File: src/rtl/adc_seq_pkg.sv
package adc_seq_pkg;

    localparam int unsigned ADC_DW = 8;

    typedef enum logic [2:0] {
        ST_IDLE   = 3'd0,
        ST_SEL_WR = 3'd1,
        ST_WR_LO  = 3'd2,
        ST_WAIT   = 3'd3,
        ST_SEL_RD = 3'd4,
        ST_RD_LO  = 3'd5,
        ST_REL    = 3'd6
    } seq_state_t;

    typedef struct packed {
        logic sel_n;
        logic start_n;
        logic read_n;
    } pin_set_t;

    // Select is needed whenever the write or read exchange is in progress.
    function automatic logic needs_select(seq_state_t s);
        return (s == ST_SEL_WR) || (s == ST_WR_LO) || (s == ST_SEL_RD) ||
               (s == ST_RD_LO)  || (s == ST_REL);
    endfunction

    function automatic pin_set_t pins_for(seq_state_t s, logic keep_sel);
        pin_set_t p;
        p.sel_n   = !(needs_select(s) || keep_sel);
        p.start_n = (s != ST_WR_LO);
        p.read_n  = (s != ST_RD_LO);
        return p;
    endfunction

endpackage

File: src/rtl/adc_seq_sync.sv
module adc_seq_sync #(
    parameter int unsigned STAGES = 2
) (
    input  logic clk,
    input  logic rst,
    input  logic async_n,
    output logic fall_pulse
);
    logic [STAGES:0] chain;

    always_ff @(posedge clk) begin
        if (rst) begin
            chain <= '1;
        end else begin
            chain <= {chain[STAGES-1:0], async_n};
        end
    end

    // Edge taken between the last synchroniser stage and one extra history flop.
    assign fall_pulse = chain[STAGES] && !chain[STAGES-1];

endmodule

File: src/rtl/adc_seq_timer.sv
module adc_seq_timer #(
    parameter int unsigned W = 16
) (
    input  logic         clk,
    input  logic         rst,
    input  logic         load,
    input  logic [W-1:0] load_val,
    output logic         expired
);
    logic [W-1:0] cnt;

    always_ff @(posedge clk) begin
        if (rst) begin
            cnt <= '0;
        end else if (load) begin
            cnt <= load_val;
        end else if (cnt != '0) begin
            cnt <= cnt - 1'b1;
        end
    end

    assign expired = (cnt == '0);

    AST_TMR_HOLDS_ZERO: assert property (@(posedge clk) disable iff (rst)
        (expired && !load) |=> expired) else $error("timer left zero without load");

endmodule

File: src/rtl/adc_seq_ctrl.sv
module adc_seq_ctrl #(
    parameter int unsigned CNT_W   = 8,
    parameter int unsigned TMO_W   = 16,
    parameter int unsigned SYNC_ST = 2
) (
    input  logic                             clk,
    input  logic                             rst,
    input  logic                             run,
    input  logic                             hold_select,
    input  logic [CNT_W-1:0]                 start_cycles,
    input  logic [CNT_W-1:0]                 access_cycles,
    input  logic [TMO_W-1:0]                 timeout_cycles,
    output logic                             adc_sel_n,
    output logic                             adc_start_n,
    output logic                             adc_read_n,
    input  logic                             adc_done_n,
    input  logic [adc_seq_pkg::ADC_DW-1:0]   adc_bus,
    output logic [adc_seq_pkg::ADC_DW-1:0]   sample,
    output logic                             sample_valid,
    output logic                             conv_error
);
    import adc_seq_pkg::*;

    localparam int unsigned TW = (TMO_W > CNT_W) ? TMO_W : CNT_W;

    seq_state_t state_q, state_d;
    pin_set_t   pins_q, pins_d;
    logic       done_fall;
    logic       done_seen_q;
    logic       tmr_load;
    logic       tmr_zero;
    logic [TW-1:0] tmr_val;
    logic       keep_sel;
    logic       capture;
    logic       timed_out;

    adc_seq_sync #(.STAGES(SYNC_ST)) u_sync (
        .clk        (clk),
        .rst        (rst),
        .async_n    (adc_done_n),
        .fall_pulse (done_fall)
    );

    adc_seq_timer #(.W(TW)) u_timer (
        .clk      (clk),
        .rst      (rst),
        .load     (tmr_load),
        .load_val (tmr_val),
        .expired  (tmr_zero)
    );

    assign keep_sel  = hold_select && run;
    assign capture   = (state_q == ST_RD_LO) && tmr_zero;
    assign timed_out = (state_q == ST_WAIT) && !done_seen_q && tmr_zero;

    always_comb begin
        state_d = state_q;
        unique case (state_q)
            ST_IDLE:   if (run) state_d = ST_SEL_WR;
            ST_SEL_WR: state_d = ST_WR_LO;
            ST_WR_LO:  if (tmr_zero) state_d = ST_WAIT;
            ST_WAIT: begin
                if (done_seen_q)   state_d = ST_SEL_RD;
                else if (tmr_zero) state_d = ST_IDLE;
            end
            ST_SEL_RD: state_d = ST_RD_LO;
            ST_RD_LO:  if (tmr_zero) state_d = ST_REL;
            ST_REL:    state_d = ST_IDLE;
            default:   state_d = ST_IDLE;
        endcase
    end

    // Timer reload on entry to each timed state.
    always_comb begin
        tmr_load = (state_d != state_q) &&
                   ((state_d == ST_WR_LO) || (state_d == ST_RD_LO) || (state_d == ST_WAIT));
        unique case (state_d)
            ST_WR_LO: tmr_val = (start_cycles == '0)  ? '0 : TW'(start_cycles - 1'b1);
            ST_RD_LO: tmr_val = (access_cycles == '0) ? '0 : TW'(access_cycles - 1'b1);
            default:  tmr_val = TW'(timeout_cycles);
        endcase
    end

    assign pins_d = pins_for(state_d, keep_sel);

    always_ff @(posedge clk) begin
        if (rst) begin
            state_q      <= ST_IDLE;
            pins_q       <= '{sel_n: 1'b1, start_n: 1'b1, read_n: 1'b1};
            done_seen_q  <= 1'b0;
            sample       <= '0;
            sample_valid <= 1'b0;
            conv_error   <= 1'b0;
        end else begin
            state_q      <= state_d;
            pins_q       <= pins_d;
            sample_valid <= capture;
            if (state_d == ST_WR_LO && state_q != ST_WR_LO) begin
                done_seen_q <= 1'b0;
            end else if (done_fall && (state_q == ST_WAIT || state_q == ST_WR_LO)) begin
                done_seen_q <= 1'b1;
            end
            if (capture) begin
                sample     <= adc_bus;
                conv_error <= 1'b0;
            end else if (timed_out) begin
                conv_error <= 1'b1;
            end
        end
    end

    assign adc_sel_n   = pins_q.sel_n;
    assign adc_start_n = pins_q.start_n;
    assign adc_read_n  = pins_q.read_n;

    AST_START_NEEDS_SEL: assert property (@(posedge clk) disable iff (rst)
        !adc_start_n |-> !adc_sel_n) else $error("start low without select");
    AST_SEL_BEFORE_START: assert property (@(posedge clk) disable iff (rst)
        $fell(adc_start_n) |-> !$past(adc_sel_n)) else $error("select not early");
    AST_START_WIDTH_DONE: assert property (@(posedge clk) disable iff (rst)
        $rose(adc_start_n) |-> $past(tmr_zero)) else $error("start released early");
    AST_SEL_BEFORE_READ: assert property (@(posedge clk) disable iff (rst)
        $fell(adc_read_n) |-> !$past(adc_sel_n)) else $error("select not before read");
    AST_NO_START_READ_OVERLAP: assert property (@(posedge clk) disable iff (rst)
        !(!adc_start_n && !adc_read_n)) else $error("start and read both low");
    AST_READ_RELEASE_FIRST: assert property (@(posedge clk) disable iff (rst)
        $rose(adc_sel_n) |-> (adc_read_n && $past(adc_read_n))) else $error("select dropped during read");
    AST_KEEP_SELECT: assert property (@(posedge clk) disable iff (rst)
        (keep_sel && $past(keep_sel) && !$past(adc_sel_n)) |-> !adc_sel_n) else $error("select released in hold mode");
    AST_VALID_SINGLE: assert property (@(posedge clk) disable iff (rst)
        sample_valid |=> !sample_valid) else $error("valid longer than a cycle");
    AST_NO_VALID_ON_ERROR: assert property (@(posedge clk) disable iff (rst)
        $rose(conv_error) |-> !sample_valid) else $error("byte with timeout");

endmodule

File: config.mk
export PLATFORM = sky130hd
export DESIGN_NAME = adc_seq_ctrl
export DESIGN_NICKNAME = d
export VERILOG_FILES = /design/src/rtl/adc_seq_pkg.sv /design/src/rtl/adc_seq_sync.sv /design/src/rtl/adc_seq_timer.sv /design/src/rtl/adc_seq_ctrl.sv
export SDC_FILE = /design/constraint.sdc
export NUM_CORES = 1
export LEC_CHECK = 0
export ABC_AREA = 1
export BUFFER_PORTS_ARGS = -buffer_cell sky130_fd_sc_hd__buf_2
export CORE_MARGIN = 1.5
export CORE_UTILIZATION = 23
export CTS_CLUSTER_SIZE = 30
export DETAILED_ROUTE_END_ITERATION = 10
export PLACE_DENSITY = 0.45
export RECOVER_POWER = 25
export SLEW_MARGIN = 30
export SYNTH_ARGS = -nofsm -noshare
export SYNTH_HDL_FRONTEND = slang
export SYNTH_SLANG_ARGS = --single-unit
export TNS_END_PERCENT = 20
File: constraint.sdc
create_clock -name clk -period 1.75 [get_ports clk]
set_input_delay 0.35 -clock clk [delete_from_list [all_inputs] [get_ports clk]]
set_output_delay 0.35 -clock clk [all_outputs]
set_load 0.02 [all_outputs]
==> flow_summary.json <==
{
  "setup_ws_ns": -0.0902,
  "avgSynthCellArea_um2": 6.74,
  "required_ns": 1.97,
  "ys_ff_latch": 36,
  "vias_per_cell": 4.30,
  "cts_inserted_buffers": 5,
  "fin_crit_sh": 1.05,
  "finalNonFillerCells": 596,
  "synth_area_leader_cell": "dfxtp_1",
  "io_pins": 58,
  "grt_pass1_vias": 2533,
  "detail-route-antenna-nets": 0,
  "hold_path_class": "in -> reg",
  "hold_viol": 0,
  "ys_warn_count": 0,
  "cp_common_cell": "nand2_4",
  "htreeDepth": 2,
  "path_cells": "inv_2, ha_4, nand2_4, nor2_4, nand2_4, nand2_4, nand4_1, nand3_4, nand2_8, buf_8, nand2_4, nand2_4, a31oi_1",
  "start_kind": "register",
  "end_kind": "register",
  "routed_wl_um": 6810,
  "vdd_drop_max_uv": 425,
  "grt_pass1_wl_um": 11200,
  "ys_top_cells_by_area": "dfxtp_1 31%, nand2_1 13%, nand3_1 9.5%",
  "power.total_w": 0.00467,
  "numPortBuffers": 57,
  "worst_pin_slew_ns": 0.340,
  "grt_overflow": 0,
  "synthDominantCellAreaShare": 0.312,
  "initial_utilization": 0.237,
  "firstDrtPassIters": 4,
  "clock_skew_ns": 0.00608,
  "slew_headroom": 0.773,
  "die_w_um": 103,
  "syn_to_final_growth_pct": 54.8,
  "cts_buffer_depth": 2,
  "slowest_delay_ns": 0.34,
  "outcome": "finished, violations left",
  "fillers": 1059,
  "drc_errors": 0,
  "clk_pin_slew_ns": 0.08,
  "drive_gt1_frac": 0.432,
  "fp-row-count": 36,
  "antenna_found_initial": 0,
  "num_antenna_cells": 0,
  "rsz0062_at_grt": "yes",
  "cp_max_fo": 5,
  "wl_per_cell_um": 11.4,
  "cap_violations": 0,
  "dpl.hpwl_um": 5220,
  "cp_slowest_cell": "dfxtp_2",
  "vias": 2561,
  "netlist_area_um2": 2310,
  "period_minus_slack_ns": 1.84,
  "cts_tree": "yes",
  "syn_inst": 343,
  "core_um2": 9770,
  "synth_edf_count": 0,
  "grt_max_degree": 17,
  "leakage_nw": 1.72,
  "maxSlewViolCount": 0,
  "grt_usage": 0.134,
  "setup_violations": 16,
  "dieArea_um2": 10700,
  "drtIter0Drc": 62,
  "critical_path_class": "reg -> reg",
  "gp_congestion": 0.835,
  "yosys_most_used_dff": "dfxtp_1",
  "ys_seq_area_frac": 0.312,
  "violations": "negative setup slack",
  "clk_latency_ns": 0.30,
  "synthDistinctLibCells": 35,
  "fmax_mhz": 543,
  "synth_fp_nets": 391,
  "synthArstFlopShare": 0,
  "cts-root-buf": "clkbuf_8",
  "powerDensity_nw_per_um2": 1300,
  "place_ws_ns": -0.177,
  "place_inst": 577,
  "fin_nets": 510,
  "setup_tns_ns": -0.901,
  "arrival_ns": 2.07,
  "cts_sinks": 36,
  "dieHeight_um": 103
}
report_power, final:
part | leakage (nW) | switching [W] | internal, W | total, W
Sequential | 0.296 | 0.000124 | 0.00100 | 0.00112
Combinational | 1.37 | 0.00141 | 0.00139 | 0.00279
Clock | 0.0541 | 0.000326 | 0.000422 | 0.000748
routing by layer:
layer	vias up	track usage	wire length, um
met5	-	0	0
met4	0	0.0312	55
met3	7	0.0222	249
met2	41	0.255	3500
met1	1167	0.157	3010
li1	1346	-	-
cells by family after synthesis:
kind of cell             share of synthesized area
AO/OA/AOI/OAI                               0.0888
XOR/XNOR                                    0.0758
adder cells (fa/ha/maj)                     0.0162
buffers and inverters                       0.0893
flip-flops                                   0.312
AND/OR/NAND/NOR                              0.418
cell type report:
class	instances	area (um^2)	area share
multi-input combinational	260	1590	0.443
timing repair inverter	1	7.51	0.00210
inverter	38	159	0.0444
clock buffer	5	68.8	0.0192
clock inverter	3	42.5	0.0119
sequential	36	728	0.203
timing repair buffer	120	821	0.229
tap	133	166	0.0465
state kept, by name, indices dropped and copies added (netlist names):
signal	cells
adc_read_n	1
adc_sel_n	1
adc_start_n	1
conv_error	1
done_seen_q	1
sample	8
sample_valid	1
state_q	3
u_sync.chain	3
u_timer.cnt	16
per-stage QoR:
| stage | hold WS, ns | util | cell area (um^2) |
|---|---|---|---|
| after floorplan | 0.389 | - | 2340 |
| after global placement | 0.396 | 0.321 | 3140 |
| after detailed placement | 0.402 | 0.321 | 3140 |
| after CTS | 0.234 | 0.348 | 3400 |
| after global routing | 0.245 | 0.366 | 3580 |
| final | 0.236 | 0.366 | 3580 |
timing repair:
| item | CTS | global route |
|---|---|---|
| pin swaps | 12 | 16 |
| hold buffers | 0 | 0 |
| setup buffers | 5 | 3 |
| setup endpoints to repair | 16 | 22 |
| gates cloned | 1 | 2 |
| resized for setup | 33 | 29 |
cells in the mapped netlist (2+ instances only):
| master | instances |
|---|---|
| nand2_2 | 5 |
| xor2_1 | 13 |
| buf_4 | 2 |
| dfxtp_1 | 36 |
| o21ai_1 | 6 |
| a21oi_1 | 16 |
| nand3_1 | 44 |
| a31oi_1 | 2 |
| ha_1 | 3 |
| nand3_2 | 4 |
| buf_6 | 3 |
| clkbuf_1 | 4 |
| nor2_1 | 39 |
| or2_2 | 6 |
| o21ai_0 | 8 |
| inv_1 | 32 |
| nor3_2 | 3 |
| nand4_1 | 6 |
| inv_2 | 5 |
| nand2_4 | 2 |
| nor3_1 | 5 |
| xnor2_1 | 7 |
| nand2_1 | 77 |
| nor2_2 | 4 |
worst max-delay path: cells and delay by family (launching register included):
family | cells | cell delay, ns
and+or+nand+nor | 9 | 0.94
DFF | 1 | 0.34
buffers and inverters | 2 | 0.22
adders and majority gates | 1 | 0.14
AOI/OAI and AO/OA | 1 | 0.13
layout by cell type, fill, tap and decap left out, types with 5 or more instances in the layout:
cell type  synthesis  final
inv_2              5      5
nor2_2             4      7
nor2_4             1      6
nand2_1           77     68
dfxtp_2            0      6
a21oi_1           16     10
buf_4              2     58
buf_2              0     57
inv_1             32     28
nand3_4            1      5
nand2_4            2      8
xor2_1            13     13
dfxtp_1           36     30
nor2_1            39     31
nor3_1             5      5
clkbuf_8           0      5
or2_2              6      5
nand3_1           44     42
xnor2_1            7      7
o21ai_0            8      6
nand2_2            5      7
a21oi_2            0      6
nand4_1            6      6
o21ai_1            6      8
path summary, 6_finish.rpt:
check / endpoint / from / slack [ns] / cells after the start
worst max register to register: u_timer.cnt[3] / u_timer.cnt[1] / -0.09 / 13
worst max-delay path: u_timer.cnt[3] / u_timer.cnt[1] / -0.09 / 13
worst min-delay path: sample[3] / adc_bus[3] / 0.24 / 3
worst min register to register: u_sync.chain[1] / u_sync.chain[0] / 0.42 / 1
Note: power is estimated with default switching activity, not from simulation.
